**src/rtl/amux_rd_pkg.sv**
```systemverilog
package amux_rd_pkg;

    localparam int ON_W   = 4;
    localparam int TICK_W = 5;
    localparam int GAP_W  = 4;

    typedef enum logic [1:0] {
        ST_IDLE,
        ST_ACCESS,
        ST_GAP,
        ST_DONE
    } seq_state_e;

    typedef struct packed {
        logic [ON_W-1:0]   cs_on;
        logic [TICK_W-1:0] cs_off;
        logic [ON_W-1:0]   adv_on;
        logic [TICK_W-1:0] adv_off;
        logic [ON_W-1:0]   oe_on;
        logic [TICK_W-1:0] oe_off;
        logic [TICK_W-1:0] acc_time;
        logic [TICK_W-1:0] cyc_time;
        logic              gap_en;
        logic [GAP_W-1:0]  gap_len;
    } rd_timing_t;

endpackage

```
**src/rtl/amux_rd_tick_cnt.sv**
```systemverilog
module amux_rd_tick_cnt #(
    parameter int W = 5
) (
    input  logic         clk,
    input  logic         rst_n,
    input  logic         clr,
    input  logic         inc,
    output logic [W-1:0] tick
);

    always_ff @(posedge clk or negedge rst_n) begin
        if (!rst_n) begin
            tick <= '0;
        end else if (clr) begin
            tick <= '0;
        end else if (inc) begin
            tick <= tick + W'(1);
        end
    end

endmodule

```
**src/rtl/amux_rd_window.sv**
```systemverilog
module amux_rd_window #(
    parameter int ON_W   = 4,
    parameter int TICK_W = 5
) (
    input  logic              active,
    input  logic [TICK_W-1:0] tick,
    input  logic [ON_W-1:0]   t_on,
    input  logic [TICK_W-1:0] t_off,
    output logic              hit
);

    localparam int PAD_W = TICK_W - ON_W;

    logic [TICK_W-1:0] on_ext;

    // Widen the start tick to the counter width before comparing.
    assign on_ext = {{PAD_W{1'b0}}, t_on};
    assign hit    = active && (tick >= on_ext) && (tick < t_off);

endmodule

```
**src/rtl/amux_rd_assemble.sv**
```systemverilog
module amux_rd_assemble #(
    parameter int HALF_W = 16,
    parameter int PARTS  = 2,
    localparam int SEL_W = (PARTS > 1) ? $clog2(PARTS) : 1
) (
    input  logic                      clk,
    input  logic                      rst_n,
    input  logic                      cap,
    input  logic [SEL_W-1:0]          sel,
    input  logic [HALF_W-1:0]         din,
    output logic [PARTS*HALF_W-1:0]   word
);

    // One holding register per slice of the result; only the selected slice loads.
    for (genvar p = 0; p < PARTS; p++) begin : g_part
        logic [HALF_W-1:0] part_q;

        always_ff @(posedge clk or negedge rst_n) begin
            if (!rst_n) begin
                part_q <= '0;
            end else if (cap && (sel == SEL_W'(p))) begin
                part_q <= din;
            end
        end

        assign word[p*HALF_W +: HALF_W] = part_q;
    end

endmodule

```
**src/rtl/amux_rd_seq.sv**
```systemverilog
module amux_rd_seq
    import amux_rd_pkg::*;
#(
    parameter int ADDR_W = 28,
    parameter int MUX_W  = 16,
    localparam int WORD_IDX_W = ADDR_W - 2,
    localparam int HI_W       = ADDR_W - 1 - MUX_W,
    localparam int RES_W      = 2 * MUX_W
) (
    input  logic                  clk,
    input  logic                  rst_n,
    input  logic                  req_valid,
    output logic                  req_ready,
    input  logic [WORD_IDX_W-1:0] req_word,
    input  logic [ON_W-1:0]       cs_on,
    input  logic [TICK_W-1:0]     cs_off,
    input  logic [ON_W-1:0]       adv_on,
    input  logic [TICK_W-1:0]     adv_off,
    input  logic [ON_W-1:0]       oe_on,
    input  logic [TICK_W-1:0]     oe_off,
    input  logic [TICK_W-1:0]     acc_time,
    input  logic [TICK_W-1:0]     cyc_time,
    input  logic                  gap_en,
    input  logic [GAP_W-1:0]      gap_len,
    output logic                  done,
    output logic [RES_W-1:0]      rd_data,
    output logic                  cs_n,
    output logic                  adv_n,
    output logic                  oe_n,
    output logic                  dir_in,
    output logic                  ad_oe,
    output logic [MUX_W-1:0]      ad_out,
    input  logic [MUX_W-1:0]      ad_in,
    output logic [HI_W-1:0]       addr_hi
);

    localparam int N_STROBE = 3;

    seq_state_e            state, state_nx;
    rd_timing_t            cfg_in, cfg_q;
    logic [WORD_IDX_W-1:0] word_q;
    logic                  half_q, half_nx;
    logic                  cnt_clr, cnt_inc;
    logic [TICK_W-1:0]     tick;
    logic                  in_acc;
    logic                  tick_last, gap_last, gap_used;
    logic                  cap;
    logic [N_STROBE-1:0]   win_hit;
    logic [N_STROBE-1:0][ON_W-1:0]   win_on;
    logic [N_STROBE-1:0][TICK_W-1:0] win_off;

    assign cfg_in = '{
        cs_on:    cs_on,
        cs_off:   cs_off,
        adv_on:   adv_on,
        adv_off:  adv_off,
        oe_on:    oe_on,
        oe_off:   oe_off,
        acc_time: acc_time,
        cyc_time: cyc_time,
        gap_en:   gap_en,
        gap_len:  gap_len
    };

    // State register with the values sampled at acceptance.
    always_ff @(posedge clk or negedge rst_n) begin
        if (!rst_n) begin
            state  <= ST_IDLE;
            half_q <= 1'b0;
            cfg_q  <= '0;
            word_q <= '0;
        end else begin
            state  <= state_nx;
            half_q <= half_nx;
            if (state == ST_IDLE && req_valid) begin
                cfg_q  <= cfg_in;
                word_q <= req_word;
            end
        end
    end

    assign tick_last = (tick == cfg_q.cyc_time - TICK_W'(1));
    assign gap_last  = (tick == TICK_W'(cfg_q.gap_len) - TICK_W'(1));
    assign gap_used  = cfg_q.gap_en && (cfg_q.gap_len != '0);

    // Next state and counter control.
    always_comb begin
        state_nx = state;
        half_nx  = half_q;
        cnt_clr  = 1'b0;
        cnt_inc  = 1'b0;
        unique case (state)
            ST_IDLE: begin
                cnt_clr = 1'b1;
                if (req_valid) begin
                    state_nx = ST_ACCESS;
                    half_nx  = 1'b0;
                end
            end
            ST_ACCESS: begin
                if (tick_last) begin
                    cnt_clr = 1'b1;
                    if (half_q) begin
                        state_nx = ST_DONE;
                    end else if (gap_used) begin
                        state_nx = ST_GAP;
                    end else begin
                        half_nx = 1'b1;
                    end
                end else begin
                    cnt_inc = 1'b1;
                end
            end
            ST_GAP: begin
                if (gap_last) begin
                    cnt_clr  = 1'b1;
                    state_nx = ST_ACCESS;
                    half_nx  = 1'b1;
                end else begin
                    cnt_inc = 1'b1;
                end
            end
            ST_DONE: begin
                cnt_clr  = 1'b1;
                state_nx = ST_IDLE;
            end
        endcase
    end

    amux_rd_tick_cnt #(.W(TICK_W)) u_cnt (
        .clk   (clk),
        .rst_n (rst_n),
        .clr   (cnt_clr),
        .inc   (cnt_inc),
        .tick  (tick)
    );

    assign in_acc = (state == ST_ACCESS);

    assign win_on[0]  = cfg_q.cs_on;
    assign win_off[0] = cfg_q.cs_off;
    assign win_on[1]  = cfg_q.adv_on;
    assign win_off[1] = cfg_q.adv_off;
    assign win_on[2]  = cfg_q.oe_on;
    assign win_off[2] = cfg_q.oe_off;

    for (genvar s = 0; s < N_STROBE; s++) begin : g_strobe
        amux_rd_window #(.ON_W(ON_W), .TICK_W(TICK_W)) u_win (
            .active (in_acc),
            .tick   (tick),
            .t_on   (win_on[s]),
            .t_off  (win_off[s]),
            .hit    (win_hit[s])
        );
    end

    assign cap = in_acc && (tick == cfg_q.acc_time);

    amux_rd_assemble #(.HALF_W(MUX_W), .PARTS(2)) u_asm (
        .clk   (clk),
        .rst_n (rst_n),
        .cap   (cap),
        .sel   (half_q),
        .din   (ad_in),
        .word  (rd_data)
    );

    // Output decode from state, tick and sampled values.
    always_comb begin
        req_ready = (state == ST_IDLE);
        done      = (state == ST_DONE);
        cs_n      = !win_hit[0];
        adv_n     = !win_hit[1];
        oe_n      = !win_hit[2];
        dir_in    = in_acc && (tick >= TICK_W'(cfg_q.oe_on));
        ad_oe     = in_acc && (tick < cfg_q.adv_off);
        ad_out    = ad_oe ? {word_q[MUX_W-2:0], half_q} : '0;
        addr_hi   = word_q[WORD_IDX_W-1:MUX_W-1];
    end

endmodule

```
**config.mk**
```make
export PLATFORM = sky130hd
export DESIGN_NAME = amux_rd_seq
export DESIGN_NICKNAME = d
export VERILOG_FILES = /design/src/rtl/amux_rd_pkg.sv /design/src/rtl/amux_rd_tick_cnt.sv /design/src/rtl/amux_rd_window.sv /design/src/rtl/amux_rd_assemble.sv /design/src/rtl/amux_rd_seq.sv
export SDC_FILE = /design/constraint.sdc
export NUM_CORES = 1
export LEC_CHECK = 0
export CORE_MARGIN = 1
export CORE_UTILIZATION = 40
export DETAILED_ROUTE_END_ITERATION = 6
export DONT_BUFFER_PORTS = 1
export SYNTH_ARGS = -nofsm -noshare
export SYNTH_HDL_FRONTEND = slang
export SYNTH_HIERARCHICAL = 1
export SYNTH_SLANG_ARGS = --single-unit
```
**constraint.sdc**
```tcl
create_clock -name clk -period 4.23 [get_ports clk]
set_input_delay 0.846 -clock clk [delete_from_list [all_inputs] [get_ports clk]]
set_output_delay 0.846 -clock clk [all_outputs]
set_load 0.03 [all_outputs]
```
# Word-level counts from Yosys, hierarchy flattened
# Index checks and enable logic that the tools add are counted.
# word_totals
ff_bits	108
out_inout_bits	66
# classes
add_sub_neg	3
magnitude_cmp	6
eq_ne	10
n_mux	21
bitwise	1
reduce_logical	22
# ops
cell	n
16-bit 2-to-1 mux	1
5-bit equality test	3
5-bit by 4-bit >= comparator with 1-bit output	3
5-bit less-than comparator	3
1-bit logical AND	12
2-bit 2-to-1 mux	5
5-bit 2-to-1 mux	2
1-bit 2-to-1 mux	9
2-bit case mux with 4 select lines	1
4-bit AND reduction	2
2-bit != test, second input constant	3
1-bit case mux with 3 select lines	2
5-bit by 1-bit adder with 5-bit output, second input constant	1
4-bit by 1-bit subtractor with 5-bit output, second input constant	1
5-bit by 1-bit subtractor with 5-bit output, second input constant	1
2-bit equality test, second input constant	2
4-bit nonzero test	1
1-bit logical NOT	3
3-bit != test, second input constant	1
3-bit nonzero test	1
2-bit by 1-bit equality test with 1-bit output, second input constant	1
2-bit logical NOT	1
1-bit case mux with 2 select lines	1
2-bit nonzero test	1
other kinds (2)	2

# Longest topological paths before layout
# Gate-level depths: netlist of run 1.
# logic_depth
depth_word	6
depth_mapped	10

# Modules after synthesis
# The synthesis of run 1 kept the hierarchy.
# modules_own_cells
module	instances	cells_each	area_per_inst_um2	seq_area_each_um2
amux_rd_seq	1	300	3702.3	1776.7
amux_rd_assemble	1	69	1256.2	800.8
amux_rd_window	3	29	202.7	0.0
amux_rd_tick_cnt	1	22	252.7	125.1

# Least setup slack after synthesis of run 1
# OpenSTA, ideal clock, no wires.
# synth_path
path_kind	reg2out
start	reg u_cnt.tick[1]
end	out ad_out[0]
arrival_ns	2.289
required_time_ns	3.384
slack_ns	1.095
stages_incl_launch_ff	7
path_buffers	1
path_cell_list	dfrtp_1 ha_1 a21o_1 a21o_1 a21o_1 buf_2 a211oi_1
# synth_between
elab_chain_cells	3
# synth_lines
element	line_no	text
start: declaration	amux_rd_tick_cnt.sv:8	output logic [W-1:0] tick
start signal: assignment	amux_rd_tick_cnt.sv:17	tick <= tick + W'(1);
5-bit less-than comparator	amux_rd_seq.sv:176	ad_oe = in_acc && (tick < cfg_q.adv_off);
1-bit logical AND	amux_rd_seq.sv:176	
16-bit 2-to-1 mux	amux_rd_seq.sv:177	ad_out = ad_oe ? {word_q[MUX_W-2:0], half_q} : '0;
end: declaration	amux_rd_seq.sv:32	output logic [MUX_W-1:0] ad_out,
# Every way passes these cells.

# Final worst setup path of run 1
# layout_path
start	reg u_cnt.tick[0]
end	out ad_out[9]
# The elaborated chain is that of the path after synthesis.

==> results by stage, run 1 <==
STA:
- The setup-violating endpoint count in the final report is 0.
- The count of final max-slew check failures is 0.
- The final-report hold violation count is 0.
- The final setup skew is 5.03 ps.
- Measured against its own limit, the worst slew margin works out to approximately 39%.
- The minimum clock period is ~3500 ps.
- The setup total negative slack is 0 ps.
- The fraction of the cycle the final worst path needs is 81.9%.
- The peak clock frequency supported by timing is between 0.2 and 0.3 GHz.
- For the pin with the worst max-slew slack, the measured transition is slightly above 900 ps.
- The hold slack is roughly 180 ps.
- Setup repair after global routing left no endpoint under its margin.

Worst hold path:
- In this run the worst hold path is classified as in -> async.

Route:
- After detailed routing, the average wire length per cell comes to 17.4 microns.
- Summed over all layers, the routed wires come to 11,400 microns.
- The DRC violation count after routing is 0.
- The detailed router finished its first iteration with 81 violations.
- The number of vias after detailed routing is 3,421.
- The iteration count of the initial detailed-routing pass is 4.
- The via density per instance is 5.22.
- The remaining antenna violation count after routing is 0.

Critical path:
- The critical path startpoint category is a flip-flop.
- In this run the worst path has a maximum fanout of 17.
- The beginning of the critical path is u_cnt/tick[0].
- The critical path in this run is classified as reg -> out.
- The worst reg2reg path startpoint is u_cnt/tick[4].
- The arrival time of data at the critical path endpoint is ~2600 ps.
- The nature of the critical path endpoint is a primary output.
- Data on the critical path is required at its endpoint by about 3400 ps.

Die:
- Row generation in the floorplan step produced between 40 and 50 rows.
- The overall die area is approximately 15,000 sq um.
- The initial core utilization is roughly 41%.
- Pin placement for this block handled roughly 150 I/O pins.
- The area of the core is between 10,000 and 15,000 sq um.
- The overall die height is between 100 and 150 microns.
- In this run the horizontal extent of the chip is roughly 120 microns.

Synthesis:
- Yosys mapped a number of flops with a built-in enable equal to 0.
- The most common flop cell mapped by yosys is dfrtp_1.
- The number of register bits inferred by synthesis is 108.
- During synthesis, Yosys emitted a total of 6 warnings.
- The synthesized instance count is approximately 480.
- Sequential cells were found to cover a little under half of the synthesized design area.
- The fraction of registers with async set or reset after synthesis is 100%.
- Counting distinct cell types in the post-synthesis netlist gives between 40 and 50.
- The synthesized netlist occupies a cell area of between 5000 and 6000 sq um.
- The mean post-synth cell area is approximately 12 sq um.
- The net count after synthesis is roughly 600.

Layout:
- The area growth from synthesis to layout is 7.01%.
- The number of antenna diodes in the final layout is 0.
- In the final design database the tool counted just under 600 nets.
- The proportion of layout cells with a drive suffix above 1 is 29.3%.
- The post-route standard cell area excluding fillers is roughly 6200 sq um.

Clock network:
- The TritonCTS clock tree is yes.
- The number of sinks on the clock net is between 100 and 150.
- The number of setup buffers added after CTS is 0.
- Counting along the longest clock path gives a buffer depth of 2.
- The number of buffers added by the clock tree synthesis step is 9.
- Clock latency on the worst-skew pair, taken at its later pin, is between 300 and 400 ps.
- The post-cts repair resize count is 0.
- In this run the number of H-tree levels came out at 3.
- After clock tree synthesis, the flow added hold-fix buffers numbering 0.
- The register clock-pin slew on the reported worst setup and hold paths is 70 ps.
- The tree is rooted in a clkbuf_16.

Global routing:
- The global-route total usage across every layer is ~16%.
- The global route total overflow is 0.
- The via count of the first global-routing pass is between 3,000 and 4,000.
- The first global-routing pass estimated ~18,000 microns of wire.
- The initial antenna violation count is 1.
- Entering global routing, the biggest net connects 109 pins.

Outcome:
- The run finished with clean final reports.

Placement:
- Summed over all nets, the half-perimeter wirelength after detailed placement is 8000 microns.
- The final weighted congestion in routability-driven placement is around 0.77.
- The count of input and output buffers is 0.
- In this run the cell area measured after placement is 5940 sq um.

Power:
- The worst-case IR drop observed on VDD is 0.169 mV.
- The power density over cell area is roughly 310 nW/um^2.
- The leakage power is roughly 0.003 uW.

Run:
- Max-cap violations in this run came to 0.
## sequential cells by signal (all words and copies together) (netlist names)
signal               flops
u_asm/g_part.part_q     32
word_q                  26
state                    2
cfg_q                   42
u_cnt/tick               5
half_q                   1
## stage by stage
stage	total power [uW]	worst slack, ps	util, %	std cells
4_1_cts	1980	729	44.3	655
2_1_floorplan	1120	1100	-	478
3_5_place_dp	1130	1130	42.3	639
3_3_place_gp	1130	1170	42.3	639
6_report	1940	764	44.3	655
5_1_grt	2020	622	44.3	655
## critical path: stages (launching register included)
cell and delay [ps]:
dfrtp_1 610, nand2b_1 250, a21o_1 170, a21o_1 170
a21o_1 420, a211oi_2 640
## cells by family (layout without fill, tap and decap cells)
kind of cell	count (synthesis)	in the layout	share of synthesized area, %
mux	104	104	20.9
fa+ha+maj	39	39	8.39
flops	108	108	46.4
simple gates	48	48	4.45
compound gates	66	66	9.61
buf+inv	96	93	7.68
xor+xnor	17	17	2.56
## path summary, 6_finish.rpt
| path | endpoint | cells after the start | slack [ps] |
|---|---|---|---|
| max | ad_out[9] | 5 | 760 |
| min | cfg_q[33] | 0 | 180 |
| max reg2reg | u_cnt/tick[4] | 6 | 1560 |
| min reg2reg | cfg_q[33] | 1 | 500 |
| max in group asynchronous | word_q[5] | 0 | 3880 |
| min in group clk | cfg_q[33] | 1 | 500 |
## synth_stat cells (4+ instances only)
library cell,count,area (sq um)
nand2b_1,4,25.0
nand2_1,8,30.0
nor2b_1,7,43.8
inv_1,66,248
nand3_1,4,20.0
dfrtp_1,108,2700
buf_1,7,26.3
a21o_1,4,30.0
nor2_1,12,45.0
mux2_4,12,180
ha_1,39,488
a211oi_2,10,125
xnor2_1,7,61.3
xor2_1,10,87.6
buf_6,5,56.3
o21ai_0,4,20.0
mux2_2,78,878
a21oi_1,13,65.1
mux2_1,13,146
buf_4,12,90.1
a211oi_1,10,75.1
## power by group
group,total [uW],switching [uW],internal (uW),leakage (uW)
logic,18.5,3.87,14.7,0.00138
clock network,836,418,417,0.000144
registers,1090,43.7,1050,0.00142
## area by class of cell
class | instances | area, sq um
Tap cell | 180 | 225
Multi-Input combinational cell | 274 | 2680
Fill cell | 1290 | 7820
Inverter | 66 | 248
Sequential cell | 108 | 2700
Clock buffer | 9 | 225
Timing Repair Buffer | 11 | 82.6
Clock inverter | 7 | 66.3
## cells in the final DEF, fill, tap and decap left out, drive strengths merged, types with 8 or more instances in the layout
cell	instances
nand2	9
o21ai	10
nor2b	8
clkbuf	9
a211oi	20
dfrtp	108
mux2	103
a21oi	13
inv	71
xor2	10
buf	11
ha	39
nor2	12
## per-layer routing
layer | up-vias | routed length, microns | GRT usage, %
li1 | 1620 | - | -
met1 | 1699 | 4850 | 18.8
met2 | 86 | 5660 | 26.1
met3 | 14 | 711 | 5.81
met4 | 2 | 163 | 6.02
met5 | - | 13 | 0
(Power assumes the default switching activity.)
==> run 2, diff against run 1 <==
--- a/config.mk
+++ b/config.mk
@@ -5,6 +5,7 @@
 export SDC_FILE = /design/constraint.sdc
 export NUM_CORES = 1
 export LEC_CHECK = 0
+export ABC_AREA = 1
 export CORE_MARGIN = 1
 export CORE_UTILIZATION = 40
 export DETAILED_ROUTE_END_ITERATION = 6
==> constraint.sdc (replaced) <==
create_clock -name clk -period 2.8 [get_ports clk]
set_input_delay 0.56 -clock clk [delete_from_list [all_inputs] [get_ports clk]]
set_output_delay 0.56 -clock clk [all_outputs]
set_load 0.03 [all_outputs]
==> results by stage, run 2 <==
Outcome:
- The run finished, with violations left.
- The checks that failed: negative hold slack.

Global routing:
- The initial antenna violation count is 0 (-1).
- The wire length of the first global-routing pass is 20,100 microns (+13%).
- The global route total overflow is 0 (unchanged).
- The via count of the first global-routing pass came to 4,273 (+21%).
- The global-route total usage across every layer is 17.3% (+1.5 points).
- The maximum number of pins on one net before global-route repair is 109 (unchanged).

Clock network:
- The number of buffers added by the clock tree synthesis step is 9 (unchanged).
- The post-cts repair resize count was 0 (unchanged).
- The number of buffers inserted to repair setup after CTS is 0 (unchanged).
- The clock insertion delay at the later pin of the skew report came to 360 ps (about the same).
- The number of sinks on the clock net is 108 (unchanged).
- The H-tree depth reported by CTS came to 3 (unchanged).
- The register clock-pin slew on the reported worst setup and hold paths came to 80 ps (about the same).
- TritonCTS built the clock tree.
- The maximum clock insertion buffer count is 2 (unchanged).
- The cell sitting at the root of the clock tree is a clkbuf_16.

Layout:
- In the layout the commonest cells are nand2_1 (159), dfrtp_1 (108), inv_1 (91).
- The count of non-filler cells in the finished layout is 862 (+32%).
- The number of fill cells is 1,413 (+9.5%).
- The net count of the finished layout is 803 (+35%).
- The utilization after layout is 45.0% (+0.61 points).
- The largest registers in the layout are cfg_q (42), u_asm/g_part.part_q (32), word_q (26).
- The flip-flop and latch area is 2700 sq um (unchanged).
- The number of inserted diodes is 0 (unchanged).
- The footprint of the multi-input gates is 2570 sq um (-4.1%).
- The proportion of layout cells with a drive suffix above 1 came to 15.7% (-14 points).
- The library cell used most frequently in the layout, excluding fill and tap cells, is nand2_1.
- The flip-flop count of the largest register after layout is 42 (unchanged).
- The largest register by flop count is cfg_q.
- The relative area change from synthesis to final layout is 7.93%.

Synthesis:
- The area share of the leading cell type in the synthesized netlist is 46.0% (-0.42 points).
- Ranked by instance count, the synthesized netlist is headed by nand2_1 (160), dfrtp_1 (108), inv_1 (91).
- The share of the yosys chip area belonging to registers is 46.0% (-0.42 points).
- The number of unique standard cell types used by synthesis came to 36 (-25%).
- The net count after synthesis is 806 (+33%).
- The cell area after synthesis is 5870 sq um (+0.90%).
- The fraction of registers with async set or reset after synthesis came to 100% (unchanged).
- The library cell occupying the most area in the post-synthesis netlist is dfrtp_1.
- The number of register bits inferred by synthesis is 108 (unchanged).
- Ranked by total cell area, the synthesized netlist is headed by dfrtp_1 (46%), nand2_1 (10%), ha_1 (8.3%).
- Among all flip-flop cells after synthesis, the most frequent one is dfrtp_1.
- The mean post-synth cell area came to 8.64 sq um (-29%).
- The number of synthesized flops with an enable pin is 0 (unchanged).
- The total of warnings raised by yosys came to 6 (unchanged).
- nand2_1 is the most common cell in the netlist.
- The synthesized instance count was 680 (+42%).

Die:
- The overall die area came to 15,200 sq um (+0.89%).
- The overall die height is 123 microns (+0.44%).
- The width of the die was 123 microns (+0.44%).
- The number of rows created at floorplan is 43 (unchanged).
- The area of the core is 14,100 sq um (+0.38%).
- The initial core utilization is 41.7% (+0.21 points).
- The number of top-level pins is 153 (unchanged).

Route:
- The iteration count of the initial detailed-routing pass is 4 (unchanged).
- The number of vias after detailed routing is 4,291 (+25%).
- The average routed wire per standard cell was 14.6 microns (-16%).
- The remaining antenna violation count after routing is 0 (unchanged).
- The total routed wirelength is 12,600 microns (+11%).
- The number of design-rule violations left by the first detailed-router iteration is 220 (+170%).
- The DRC violation count after routing came to 0 (unchanged).
- The via density per instance is 4.98 (-4.7%).

STA:
- The setup total negative slack is 0 ps (unchanged).
- The count of final max-slew check failures is 0 (unchanged).
- The peak clock frequency supported by timing is 0.382 GHz.
- The fraction of the cycle the final worst path needs is approximately 94%.
- The setup-violating endpoint count in the final report is 0 (unchanged).
- The hold slack was -104 ps (-283 ps).
- The final setup skew is 8.54 ps (+3.51 ps).
- The final-report hold violation count was 108 (+108).
- Setup repair after global routing left no endpoint under its margin.
- The worst slew margin relative to its limit is 48.3% (+9.4 points).
- The transition time of the tightest slew-check pin is 775 ps (-141 ps).
- The minimum clock period is 2620 ps.

Placement:
- The final weighted congestion in routability-driven placement is 0.864 (+13%).
- The placed wire-length estimate after detailed placement is 9100 microns (+14%).
- The post-placement cell count was 846 (+32%).
- The count of input and output buffers is 0 (unchanged).

Critical path:
- The largest incremental delay on the critical path was 560 ps (-80 ps).
- The arrival time of data at the critical path endpoint is 2060 ps (-560 ps).
- The highest net fanout along the worst path came to 9 (-8).
- The critical path is of the reg -> out type.
- Traced cell by cell, the critical path runs through inv_2, ha_1, inv_1, nand2_1, a21oi_1, o21bai_1, a211oi_1, nor2_1, buf_4.
- The required time at the endpoint of the critical path is 2240 ps (-1140 ps).
- The slowest stage of the critical path is the dfrtp_1 cell.
- The nature of the critical path endpoint is a primary output.
- The worst setup path is launched from a flip-flop.

Worst hold path:
- The type of the tightest min-delay check is in -> async.

Power:
- The power density over cell area was 1150 nW/um^2 (+270%).
- The leakage power is 0.00332 uW (+13%).
- The total power consumption of the routed design came to 7310 uW (+280%).
- The peak supply drop was 0.580 mV (+240%).

Run:
- The number of maximum-capacitance constraint violations is 0 (unchanged).
[run 2: changes by cell type after synthesis, sizes merged, moves of 36 or more]
cell   change
a21oi     +41
inv       +36
nor2      +63
nand2    +158
mux2      -66
nand3     +42
[run 2: path summary, 6_finish.rpt]
path / end / startpoint / slack, ps / cells past startpoint
min reg2reg: cfg_q[34] / cfg_q[34] / 510 / 1
min: word_q[11] / rst_n / -100 / 0
max reg2reg: u_cnt/tick[4] / cfg_q[0] / 580 / 14
max: dir_in / u_cnt/tick[0] / 180 / 9
min in group clk: u_asm/g_part[1].part_q[12] / ad_in[12] / 340 / 2
max in group asynchronous: word_q[10] / rst_n / 2640 / 0
[run 2: report_power, final]
group | internal [uW] | switching (uW)
Sequential | 2200 | 843
Clock | 635 | 647
Combinational | 1120 | 1870
Total | 3950 | 3360
[run 2: worst max-delay path, delay by kind of cell (launching register included)]
kind / cells / cell delay [ps]
adder cells (fa/ha/maj): 1 / 290
AO/OA/AOI/OAI: 3 / 390
flip-flops: 1 / 560
buffers and inverters: 3 / 350
AND/OR/NAND/NOR: 2 / 110
[run 2: cell families after synthesis]
group / Yosys count / synth area share, %
xor gates and xnor gates: 3 / 0.448
AOI/OAI and AO/OA: 62 / 5.77
and+or+nand+nor: 297 / 21.9
buffers and inverters: 134 / 10.5
DFF: 108 / 46.0
adders and majority gates: 39 / 8.31
muxes: 37 / 7.10
[run 2: through the flow]
stage               hold WS (ps)  area (sq um)  worst slack, ps
detailed placement           268          6040              561
floorplan                    264          5870              470
global route                -125          6340            0.224
global placement             268          6040              590
CTS                         -123          6340              149
finish                      -104          6340              181
[run 2: final cells by class]
type / count / share of cell area [%]
Sequential cell: 108 / 42.6
Tap cell: 180 / 3.55
Clock buffer: 9 / 3.55
Multi-Input combinational cell: 438 / 40.5
Inverter: 103 / 6.18
Timing Repair Buffer: 17 / 2.41
Clock inverter: 7 / 1.13
[run 2: routing by layer]
metal,up-vias,routed length [microns],track usage (%)
li1,2120,-,-
met1,2027,5430,20.5
met2,121,5930,28.7
met3,23,913,4.70
met4,0,348,8.73
met5,-,0,0
